File: src/rtl/ee3w_pkg.sv
package ee3w_pkg;
  localparam int OPC_W = 2;

  typedef enum logic [1:0] {
    OPC_SYS   = 2'b00,
    OPC_WRITE = 2'b01,
    OPC_READ  = 2'b10,
    OPC_ERASE = 2'b11
  } opc_e;

  // selector in the top two address bits when opcode is OPC_SYS
  typedef enum logic [1:0] {
    SUB_LOCK   = 2'b00,
    SUB_FILL   = 2'b01,
    SUB_CLEAR  = 2'b10,
    SUB_UNLOCK = 2'b11
  } sub_e;

  typedef enum logic [2:0] {
    ST_IDLE, ST_OPC, ST_ADDR, ST_DATA, ST_READ, ST_DONE
  } st_e;

  typedef enum logic [2:0] {
    ACT_NONE, ACT_UNLOCK, ACT_LOCK, ACT_WRITE, ACT_ERASE, ACT_FILL, ACT_CLEAR
  } act_e;
endpackage

File: src/rtl/ee3w_pin_edge.sv
module ee3w_pin_edge (
  input  logic clk_i,
  input  logic rst_ni,
  input  logic cs_i,
  input  logic sk_i,
  output logic cs_q_o,
  output logic cs_rise_o,
  output logic cs_fall_o,
  output logic sk_rise_o
);
  logic cs_q, sk_q;

  always_ff @(posedge clk_i or negedge rst_ni) begin
    if (!rst_ni) begin
      cs_q <= 1'b0;
      sk_q <= 1'b0;
    end else begin
      cs_q <= cs_i;
      sk_q <= sk_i;
    end
  end

  assign cs_q_o    = cs_q;
  assign cs_rise_o = cs_i & ~cs_q;
  assign cs_fall_o = ~cs_i & cs_q;
  // shifting only inside a steady select window
  assign sk_rise_o = cs_i & cs_q & sk_i & ~sk_q;
endmodule

File: src/rtl/ee3w_shifter.sv
module ee3w_shifter
  import ee3w_pkg::*;
#(
  parameter int ADDR_W = 8,
  parameter int DATA_W = 8
) (
  input  logic              clk_i,
  input  logic              rst_ni,
  input  logic              cs_i,
  input  logic              di_i,
  input  logic              sk_rise_i,
  input  logic              cs_fall_i,
  input  logic              hold_i,
  input  logic [DATA_W-1:0] rd_data_i,
  output act_e              act_o,
  output logic [ADDR_W-1:0] addr_o,
  output logic [DATA_W-1:0] data_o,
  output logic [ADDR_W-1:0] rd_addr_o,
  output logic              rd_active_o,
  output logic              rd_bit_o
);
  localparam int MAXF = (ADDR_W > DATA_W) ? ADDR_W : DATA_W;
  localparam int CNT_W = $clog2(MAXF + 1);

  st_e               st_q;
  logic [CNT_W-1:0]  cnt_q;
  logic [OPC_W-1:0]  opc_q;
  logic [ADDR_W-1:0] addr_q;
  logic [DATA_W-1:0] data_q;
  logic [DATA_W:0]   rd_sh_q;
  logic [ADDR_W-1:0] addr_full;
  logic              shift_en, needs_data;

  assign addr_full  = {addr_q[ADDR_W-2:0], di_i};
  assign rd_addr_o  = addr_full;
  assign shift_en   = sk_rise_i & ~hold_i;
  assign needs_data = (opc_q == OPC_WRITE) ||
                      ((opc_q == OPC_SYS) && (addr_full[ADDR_W-1 -: 2] == SUB_FILL));

  always_ff @(posedge clk_i or negedge rst_ni) begin
    if (!rst_ni) begin
      st_q    <= ST_IDLE;
      cnt_q   <= '0;
      opc_q   <= '0;
      addr_q  <= '0;
      data_q  <= '0;
      rd_sh_q <= '0;
    end else if (!cs_i) begin
      st_q  <= ST_IDLE;
      cnt_q <= '0;
    end else if (shift_en) begin
      case (st_q)
        ST_IDLE: begin
          if (di_i) begin
            st_q  <= ST_OPC;
            cnt_q <= '0;
          end
        end
        ST_OPC: begin
          opc_q <= {opc_q[OPC_W-2:0], di_i};
          cnt_q <= cnt_q + 1'b1;
          if (cnt_q == CNT_W'(OPC_W - 1)) begin
            st_q  <= ST_ADDR;
            cnt_q <= '0;
          end
        end
        ST_ADDR: begin
          addr_q <= addr_full;
          cnt_q  <= cnt_q + 1'b1;
          if (cnt_q == CNT_W'(ADDR_W - 1)) begin
            cnt_q <= '0;
            if (opc_q == OPC_READ) begin
              st_q    <= ST_READ;
              rd_sh_q <= {1'b0, rd_data_i};
            end else if (needs_data) begin
              st_q <= ST_DATA;
            end else begin
              st_q <= ST_DONE;
            end
          end
        end
        ST_DATA: begin
          data_q <= {data_q[DATA_W-2:0], di_i};
          cnt_q  <= cnt_q + 1'b1;
          if (cnt_q == CNT_W'(DATA_W - 1)) st_q <= ST_DONE;
        end
        ST_READ: begin
          rd_sh_q <= {rd_sh_q[DATA_W-1:0], 1'b0};
          cnt_q   <= cnt_q + 1'b1;
          if (cnt_q == CNT_W'(DATA_W)) st_q <= ST_DONE;
        end
        default: ;
      endcase
    end
  end

  always_comb begin
    act_o = ACT_NONE;
    if (cs_fall_i && st_q == ST_DONE) begin
      case (opc_q)
        OPC_WRITE: act_o = ACT_WRITE;
        OPC_ERASE: act_o = ACT_ERASE;
        OPC_SYS: begin
          case (addr_q[ADDR_W-1 -: 2])
            SUB_UNLOCK: act_o = ACT_UNLOCK;
            SUB_LOCK:   act_o = ACT_LOCK;
            SUB_CLEAR:  act_o = ACT_CLEAR;
            default:    act_o = ACT_FILL;
          endcase
        end
        default: act_o = ACT_NONE;
      endcase
    end
  end

  assign addr_o      = addr_q;
  assign data_o      = data_q;
  assign rd_active_o = (st_q == ST_READ);
  assign rd_bit_o    = rd_sh_q[DATA_W];

  AST_READ_DUMMY_ZERO: assert property (@(posedge clk_i) disable iff (!rst_ni)
    $rose(rd_active_o) |-> !rd_bit_o);
  AST_HOLD_FREEZES: assert property (@(posedge clk_i) disable iff (!rst_ni)
    (hold_i && cs_i) |=> $stable(st_q));
  AST_ACT_NEEDS_DESELECT: assert property (@(posedge clk_i) disable iff (!rst_ni)
    (act_o != ACT_NONE) |=> (st_q == ST_IDLE));
endmodule

File: src/rtl/ee3w_busy_timer.sv
module ee3w_busy_timer #(
  parameter int BUSY_CYCLES = 1000
) (
  input  logic clk_i,
  input  logic rst_ni,
  input  logic start_i,
  output logic busy_o
);
  localparam int CW = $clog2(BUSY_CYCLES + 1);

  logic [CW-1:0] cnt_q;

  always_ff @(posedge clk_i or negedge rst_ni) begin
    if (!rst_ni)               cnt_q <= '0;
    else if (start_i)          cnt_q <= CW'(BUSY_CYCLES);
    else if (cnt_q != '0)      cnt_q <= cnt_q - 1'b1;
  end

  assign busy_o = (cnt_q != '0);

  AST_START_WHEN_FREE: assert property (@(posedge clk_i) disable iff (!rst_ni)
    start_i |-> !busy_o);
  AST_BUSY_AFTER_START: assert property (@(posedge clk_i) disable iff (!rst_ni)
    start_i |=> busy_o);
  AST_COUNT_DOWN: assert property (@(posedge clk_i) disable iff (!rst_ni)
    (busy_o && !start_i) |=> (cnt_q == $past(cnt_q) - CW'(1)));
endmodule

File: src/rtl/ee3w_regfile.sv
module ee3w_regfile #(
  parameter int ADDR_W = 8,
  parameter int DATA_W = 8
) (
  input  logic              clk_i,
  input  logic              rst_ni,
  input  logic              wr_i,
  input  logic              fill_i,
  input  logic [ADDR_W-1:0] waddr_i,
  input  logic [DATA_W-1:0] wdata_i,
  input  logic [ADDR_W-1:0] raddr_i,
  output logic [DATA_W-1:0] rd_data_o
);
  localparam int DEPTH = 1 << ADDR_W;

  logic [DATA_W-1:0] mem [DEPTH];

  for (genvar i = 0; i < DEPTH; i++) begin : g_word
    always_ff @(posedge clk_i or negedge rst_ni) begin
      if (!rst_ni)                                         mem[i] <= '1;
      else if (fill_i || (wr_i && waddr_i == ADDR_W'(i)))  mem[i] <= wdata_i;
    end
  end

  assign rd_data_o = mem[raddr_i];

  AST_FILL_COVERS: assert property (@(posedge clk_i) disable iff (!rst_ni)
    fill_i |=> (mem[0] == $past(wdata_i) && mem[DEPTH-1] == $past(wdata_i)));
  AST_SINGLE_WRITER: assert property (@(posedge clk_i) disable iff (!rst_ni)
    !(fill_i && wr_i));
endmodule

File: src/rtl/ee3w_ctrl.sv
module ee3w_ctrl
  import ee3w_pkg::*;
#(
  parameter int ADDR_W      = 8,
  parameter int DATA_W      = 8,
  parameter int BUSY_CYCLES = 1000
) (
  input  logic clk_i,
  input  logic rst_ni,
  input  logic cs_i,
  input  logic sk_i,
  input  logic di_i,
  output logic do_o,
  output logic do_oe_o
);
  logic              cs_q, cs_rise, cs_fall, sk_rise;
  logic              busy, hold, we_q, stat_q;
  logic              wr, fill, start;
  act_e              act;
  logic [ADDR_W-1:0] addr, rd_addr;
  logic [DATA_W-1:0] data, wdata, rd_data;
  logic              rd_active, rd_bit;

  ee3w_pin_edge u_pins (
    .clk_i, .rst_ni, .cs_i, .sk_i,
    .cs_q_o(cs_q), .cs_rise_o(cs_rise), .cs_fall_o(cs_fall), .sk_rise_o(sk_rise)
  );

  ee3w_shifter #(.ADDR_W(ADDR_W), .DATA_W(DATA_W)) u_shift (
    .clk_i, .rst_ni, .cs_i, .di_i,
    .sk_rise_i(sk_rise), .cs_fall_i(cs_fall), .hold_i(hold),
    .rd_data_i(rd_data), .act_o(act), .addr_o(addr), .data_o(data),
    .rd_addr_o(rd_addr), .rd_active_o(rd_active), .rd_bit_o(rd_bit)
  );

  ee3w_busy_timer #(.BUSY_CYCLES(BUSY_CYCLES)) u_busy (
    .clk_i, .rst_ni, .start_i(start), .busy_o(busy)
  );

  ee3w_regfile #(.ADDR_W(ADDR_W), .DATA_W(DATA_W)) u_mem (
    .clk_i, .rst_ni, .wr_i(wr), .fill_i(fill), .waddr_i(addr),
    .wdata_i(wdata), .raddr_i(rd_addr), .rd_data_o(rd_data)
  );

  always_ff @(posedge clk_i or negedge rst_ni) begin
    if (!rst_ni)                 we_q <= 1'b0;
    else if (act == ACT_UNLOCK)  we_q <= 1'b1;
    else if (act == ACT_LOCK)    we_q <= 1'b0;
  end

  // status phase: select reasserted during a self-timed cycle
  always_ff @(posedge clk_i or negedge rst_ni) begin
    if (!rst_ni)                stat_q <= 1'b0;
    else if (!cs_i)             stat_q <= 1'b0;
    else if (cs_rise && busy)   stat_q <= 1'b1;
  end

  assign hold  = busy | stat_q;
  assign wr    = we_q & (act == ACT_WRITE || act == ACT_ERASE);
  assign fill  = we_q & (act == ACT_FILL || act == ACT_CLEAR);
  assign wdata = (act == ACT_ERASE || act == ACT_CLEAR) ? '1 : data;
  assign start = wr | fill;

  assign do_oe_o = cs_q & (stat_q | rd_active);
  assign do_o    = stat_q ? ~busy : rd_bit;

  AST_OE_OFF_DESELECTED: assert property (@(posedge clk_i) disable iff (!rst_ni)
    !cs_i |=> !do_oe_o);
  AST_LOCKED_NO_BUSY: assert property (@(posedge clk_i) disable iff (!rst_ni)
    ((act == ACT_WRITE || act == ACT_ERASE || act == ACT_FILL || act == ACT_CLEAR) && !we_q)
      |=> !busy);
  AST_UNLOCK_TAKES: assert property (@(posedge clk_i) disable iff (!rst_ni)
    (act == ACT_UNLOCK) |=> we_q);
  AST_STATUS_STICKS: assert property (@(posedge clk_i) disable iff (!rst_ni)
    (stat_q && cs_i) |=> stat_q);
endmodule

File: config.mk
export PLATFORM = sky130hd
export DESIGN_NAME = ee3w_ctrl
export DESIGN_NICKNAME = d
export VERILOG_FILES = /design/src/rtl/ee3w_pkg.sv /design/src/rtl/ee3w_pin_edge.sv /design/src/rtl/ee3w_shifter.sv /design/src/rtl/ee3w_busy_timer.sv /design/src/rtl/ee3w_regfile.sv /design/src/rtl/ee3w_ctrl.sv
export SDC_FILE = /design/constraint.sdc
export NUM_CORES = 2
export LEC_CHECK = 0
export BUFFER_PORTS_ARGS = -buffer_cell sky130_fd_sc_hd__buf_2
export CORE_MARGIN = 4
export CORE_UTILIZATION = 56
export DETAILED_ROUTE_END_ITERATION = 10
export MAX_ROUTING_LAYER = met4
export PLACE_DENSITY = 0.76
export SYNTH_ARGS = -nofsm -noshare
export SYNTH_HDL_FRONTEND = slang
export SYNTH_HIERARCHICAL = 1
export SYNTH_SLANG_ARGS = --single-unit
File: constraint.sdc
create_clock -name clk_i -period 3.4 [get_ports clk_i]
set_input_delay 0.68 -clock clk_i [delete_from_list [all_inputs] [get_ports clk_i]]
set_output_delay 0.68 -clock clk_i [all_outputs]
set_load 0.03 [all_outputs]
After elaboration in Yosys (flattened, before gate mapping)
Cells that the tools add are included.

Register bits after elaboration: 2096. Logic and storage cells: 1141. Output and inout port bits: 2. Bits of input ports: 5.

Reductions and logical operators: 534. Add/sub/neg operators: 2. Eq/ne operators: 286. Bitwise gates (word level): 18. Mux-type cells: 33. Magnitude comparators: 1.

Operators with widths (number): $eq 8x8->1 const B (128); $eq 8x7->1 const B (64); $logic_or 1x1->1 (260); $logic_and 1x1->1 (259); $eq 8x6->1 const B (32); $eq 8x5->1 const B (16); $bmux 8 s8 (1); $eq 8x4->1 const B (8); $eq 8x3->1 const B (4); $mux 3 (10); $mux 8 (3); $mux 10 (2); $mux 4 (5); $mux 9 (2); $pmux 3 s3 (2); $pmux 9 s2 (1); $eq 8x2->1 const B (2); $pmux 4 s4 (1); $eq 3x3->1 const B (5); $pmux 3 s5 (1); $eq 3x2->1 const B (4); $ne 3x2->1 const B (4); $reduce_and 3->1 (4); $reduce_bool 10->1 (1); other kinds (26) (55).

Logic depth before layout (Yosys ltp)
Depth in word-level cells: 9. Gate-level depth with buffers: 15. Depth with buffers taken out: 10.

By module
Netlist, hierarchy kept.

By module, submodules not included: ee3w_regfile (cells an instance 6139, instances 1, sequential area each 53811.6 um2, area each 97775.0 um2); ee3w_shifter (cells an instance 164, instances 1, sequential area each 850.8 um2, area each 1951.9 um2); ee3w_busy_timer (cells an instance 55, instances 1, sequential area each 250.2 um2, area each 543.0 um2); ee3w_ctrl (cells an instance 27, instances 1, sequential area each 50.0 um2, area each 221.5 um2); ee3w_pin_edge (cells an instance 5, instances 1, sequential area each 50.0 um2, area each 75.1 um2).

Worst setup path after synthesis
No wires, ideal clock.

Path kind: input to register. Start: input port di_i. End: register u_shift.rd_sh_q[5]. Arrival: 2.970 ns. Buffers on the path: 5. Path slack: 0.304 ns. Stages on the path: 12. Data required time: 3.275 ns. Library setup time: 0.125 ns. Path through: buf_4 buf_6 buf_12 buf_12 buf_6 mux4_1 a22oi_1 a21boi_0 nor4_1 nor4_1 mux2_2 mux2_4.

Word-level cells in the longest chain between the ends: 7.

RTL lines: from (decl) (RTL line ee3w_ctrl.sv:12) `input logic di_i,`; $not 8->9 (implied by the code) (RTL line ee3w_regfile.sv:25) `assign rd_data_o = mem[raddr_i];`; $bmux 8 s8 (RTL line ee3w_regfile.sv:25); $mux 8 (implied by the code) (2 in a row) (RTL line ee3w_regfile.sv:25); via rd_data[5] (RTL line ee3w_ctrl.sv:21) `logic [DATA_W-1:0] data, wdata, rd_data;`; $mux 9 (RTL line ee3w_shifter.sv:72) `if (opc_q == OPC_READ) begin`; $mux 9 (RTL line ee3w_shifter.sv:70) `if (cnt_q == CNT_W'(ADDR_W - 1)) begin`; $pmux 9 s2 (RTL line ee3w_shifter.sv:52) `case (st_q)`; to (signal assigned) (RTL line ee3w_shifter.sv:74) `rd_sh_q <= {1'b0, rd_data_i};`; to (signal assigned) (RTL line ee3w_shifter.sv:88) `rd_sh_q <= {rd_sh_q[DATA_W-1:0], 1'b0};`; to (decl) (RTL line ee3w_shifter.sv:30) `logic [DATA_W:0] rd_sh_q;`.

The timed path passes the listed nets, and every way through them passes these cells. The select of a mux whose other input is x is not followed. A chain may end at the register's enable or synchronous reset.

Worst setup path in the final report
Start: register u_shift.addr_q[0], in the netlist u_shift/addr_o[0]. End: register u_shift.rd_sh_q[2].

Word-level cells in the longest chain between the ends: 7.

RTL lines: from (decl) (RTL line ee3w_shifter.sv:28) `logic [ADDR_W-1:0] addr_q;`; from (signal assigned) (RTL line ee3w_shifter.sv:68) `addr_q <= addr_full;`; $not 8->9 (implied by the code) (RTL line ee3w_regfile.sv:25); $bmux 8 s8 (RTL line ee3w_regfile.sv:25); $mux 8 (implied by the code) (2 in a row) (RTL line ee3w_regfile.sv:25); via rd_data[2] (RTL line ee3w_ctrl.sv:21); $mux 9 (RTL line ee3w_shifter.sv:72); $mux 9 (RTL line ee3w_shifter.sv:70); $pmux 9 s2 (RTL line ee3w_shifter.sv:52).

The timed path passes the listed nets, and every way through them passes these cells. The select of a mux whose other input is x is not followed.

==> results_dict.tcl <==
set metrics [dict create \
    port-buffer-count 6 \
    worst_pin_slew_ns 1.19 \
    synth_top_area_share 0.535 \
    end_kind "register" \
    whs_ns 0.151 \
    drive_gt1_frac 0.851 \
    vias 60666 \
    routabilityCongestion 0.928 \
    cts_tree "built" \
    netlist_instances 6390 \
    synth_nets 6403 \
    fin_skew_ns 0.0429 \
    swShare 0.217 \
    area_growth_pct 16.3 \
    synth_area_um2 101000 \
    hpwlAfterDp_um 178000 \
    htree_levels 4 \
    grt_pass1_wl_um 417000 \
    critPathKind "reg -> reg" \
    grtUsageTotal 0.303 \
    rsz0062_at_grt "yes" \
    die_h_um 432 \
    grt_max_degree 177 \
    crit_path_start_kind "register" \
    synth_most_common_cell "mux2_2" \
    maxSlewHeadroom 0.203 \
    violations "negative setup slack" \
    nets 6843 \
    synthTopCellsByArea "dfstp_2 54%, mux2_2 23%, mux4_2 8.7%" \
    p_clk_frac 0.474 \
    comb_power_share 0.022 \
    fillerInstances 11942 \
    p_int_mw 39.0 \
    cts_buffer_depth 3 \
    overflow 0 \
    antenna_found_initial 3 \
    route.detailed.drc 0 \
    synth-edff-count 0 \
    hold_path_depth 2 \
    hold_viol 0 \
    cp_max_fo 29 \
    slew_viol_final 0 \
    r2r-end "u_shift/rd_sh_q[2]" \
    finalCritPeriodShare 1.00 \
    wl_per_cell_um 29.2 \
    async_reset_ff_frac 1.00 \
    power.leakage_nw 47.5 \
    crit_arrival_ns 4.22 \
    required_ns 4.21 \
    min_period_ns 3.41 \
    finish.utilization 0.656 \
    core_um2 178000 \
    setup_viol 2 \
    ant_nets 0 \
    cts_buffers 211 \
    synth-main-ff-cell "dfstp_2" \
    ios 7 \
    power_frac_seq 0.504 \
    clk_pin_slew_ns 0.06 \
    finalWorstSetupSlack_ns -0.0131 \
    reg2regPathDepth 12 \
    p_sw_mw 10.8 \
    drv_cap 0 \
    synth_area_per_cell_um2 15.7 \
    drt_first_iter_violations 5098 \
    yosysWarnings 6 \
    status "finished, violations left" \
    ys_types 91 \
    root_buffer "clkbuf_16" \
    ys_seq_area_frac 0.547 \
    viasPerCell 6.48 \
    reg2reg_setup_slack_ns -0.01 \
    grt_pass1_vias 64165 \
    peakVddDrop_uv 474 \
    worstHoldPathType "in -> reg" \
    die_w_um 432 \
    crit_path_start "u_shift/addr_o[0]" \
    ys_ff_latch 2096 \
    whs_endpoint "u_pins/cs_q_o" \
    fin_cells 9357 \
    yosysTopAreaCell "dfstp_2" \
    fp-row-count 155 \
    synthTopCellsByCount "2074 x mux2_2, 2048 x dfstp_2, 388 x mux4_2, 286 x clkbuf_1, 231 x a21oi_2" \
    insertion_delay_ns 0.87 \
    die_area_um2 186000 \
    reg2reg_from "u_shift/addr_o[0]" \
    fin_tns_setup_ns -0.0226 \
    min_from "cs_i" \
    p_per_area_nw_per_um2 425 \
    cts_sinks 2096 \
    first_pass_iters 5 \
    max_freq_mhz 293 \
    placedCellCount 8956 \
    initial_utilization 0.564 \
    drt_wl_total_um 273000 \
]
[through the flow]
step           total power [mW]  cell area, um2  setup WS [ns]
3_5_place_dp               26.6          109000          -1.12
6_report                   49.8          117000        -0.0131
3_3_place_gp               26.5          109000          -1.18
2_1_floorplan              25.8          101000          0.304
4_1_cts                    50.2          117000        0.00250
5_1_grt                    51.3          117000        -0.0332
[power by group through the flow]
stage               Sequential [mW]  Clock, mW  Combinational, mW
floorplan                      25.4          0              0.396
global placement               25.4          0               1.10
detailed placement             25.4          0               1.12
CTS                            25.1       24.0               1.13
global route                   25.1       25.1               1.21
finish                         25.1       23.6               1.09
[worst max path at each step]
stage                                     to
after CTS                      u_mem/mem[31]
after detailed placement  u_shift/rd_sh_q[7]
after floorplan           u_shift/rd_sh_q[5]
after global placement    u_shift/rd_sh_q[7]
final                     u_shift/rd_sh_q[2]
after global routing      u_shift/rd_sh_q[3]
[metal layers]
layer	routed length (um)	track usage	part of all wire	vias to the layer above
met5	0	-	0	-
met4	11300	0.114	0.041	0
met3	19200	0.0575	0.070	547
met2	126000	0.450	0.46	2071
met1	117000	0.418	0.43	32972
li1	-	-	-	25076
[sequential cells by signal (all words and copies together) (netlist names), 2 cells and up]
name and cells:
u_busy/cnt_q 10, u_mem/mem 2048, u_shift/addr_o 8, u_shift/cnt_q 4
u_shift/data_o 8, u_shift/opc_q 2, u_shift/rd_sh_q 9, u_shift/st_q 3
[worst max-delay path: stages (launching register included)]
cell,delay [ns]
dfrtp_4,0.43
buf_12,0.17
buf_12,0.26
buf_12,0.27
buf_4,0.18
mux4_2,0.26
o22ai_1,0.10
o31ai_2,0.61
o32ai_1,0.24
buf_4,0.21
a211oi_1,0.20
mux2_2,0.19
mux2_4,0.14
[logic make-up after synthesis]
logic type      Yosys count  synth area share
mux                    2708             0.350
fa+ha+maj                 8          0.000995
compound gates          704            0.0533
simple gates            339            0.0194
buf+inv                 531            0.0287
flops                  2096             0.547
xor+xnor                  4          0.000348
[layout by cell type (no fill, tap or decap), types with 101 or more instances in the layout]
| cell | netlist | final |
|---|---|---|
| mux2_2 | 2074 | 2074 |
| dfstp_2 | 2048 | 2048 |
| buf_4 | 54 | 489 |
| mux4_2 | 388 | 388 |
| buf_12 | 9 | 238 |
| a21oi_2 | 231 | 237 |
| clkbuf_16 | 0 | 213 |
| mux2i_1 | 194 | 193 |
| a21oi_1 | 111 | 105 |
| a22oi_1 | 103 | 101 |
[timing repair]
action / 4_1_cts / 5_1_grt
setup buffers: 11 / 1
endpoints found under the hold margin: 12 / 0
pin swaps: 8 / 2
hold buffers: 2 / 0
gates resized for setup: 44 / 18
endpoints found under the setup margin: 9 / 226
gates cloned: 3 / 0
[layout make-up]
type                    count  area [um2]  share of cell area
flip-flops and latches   2096       55000               0.470
multi-input cells        3763       43200               0.369
repair buffers            741        8680              0.0741
clock buffers             317        6210              0.0531
well taps                2355        2950              0.0252
clock inverters            64         892             0.00762
inverters                  17        63.8            0.000545
diodes                      4        10.0           0.0000855
No activity file was read; power rests on OpenSTA's default activity.
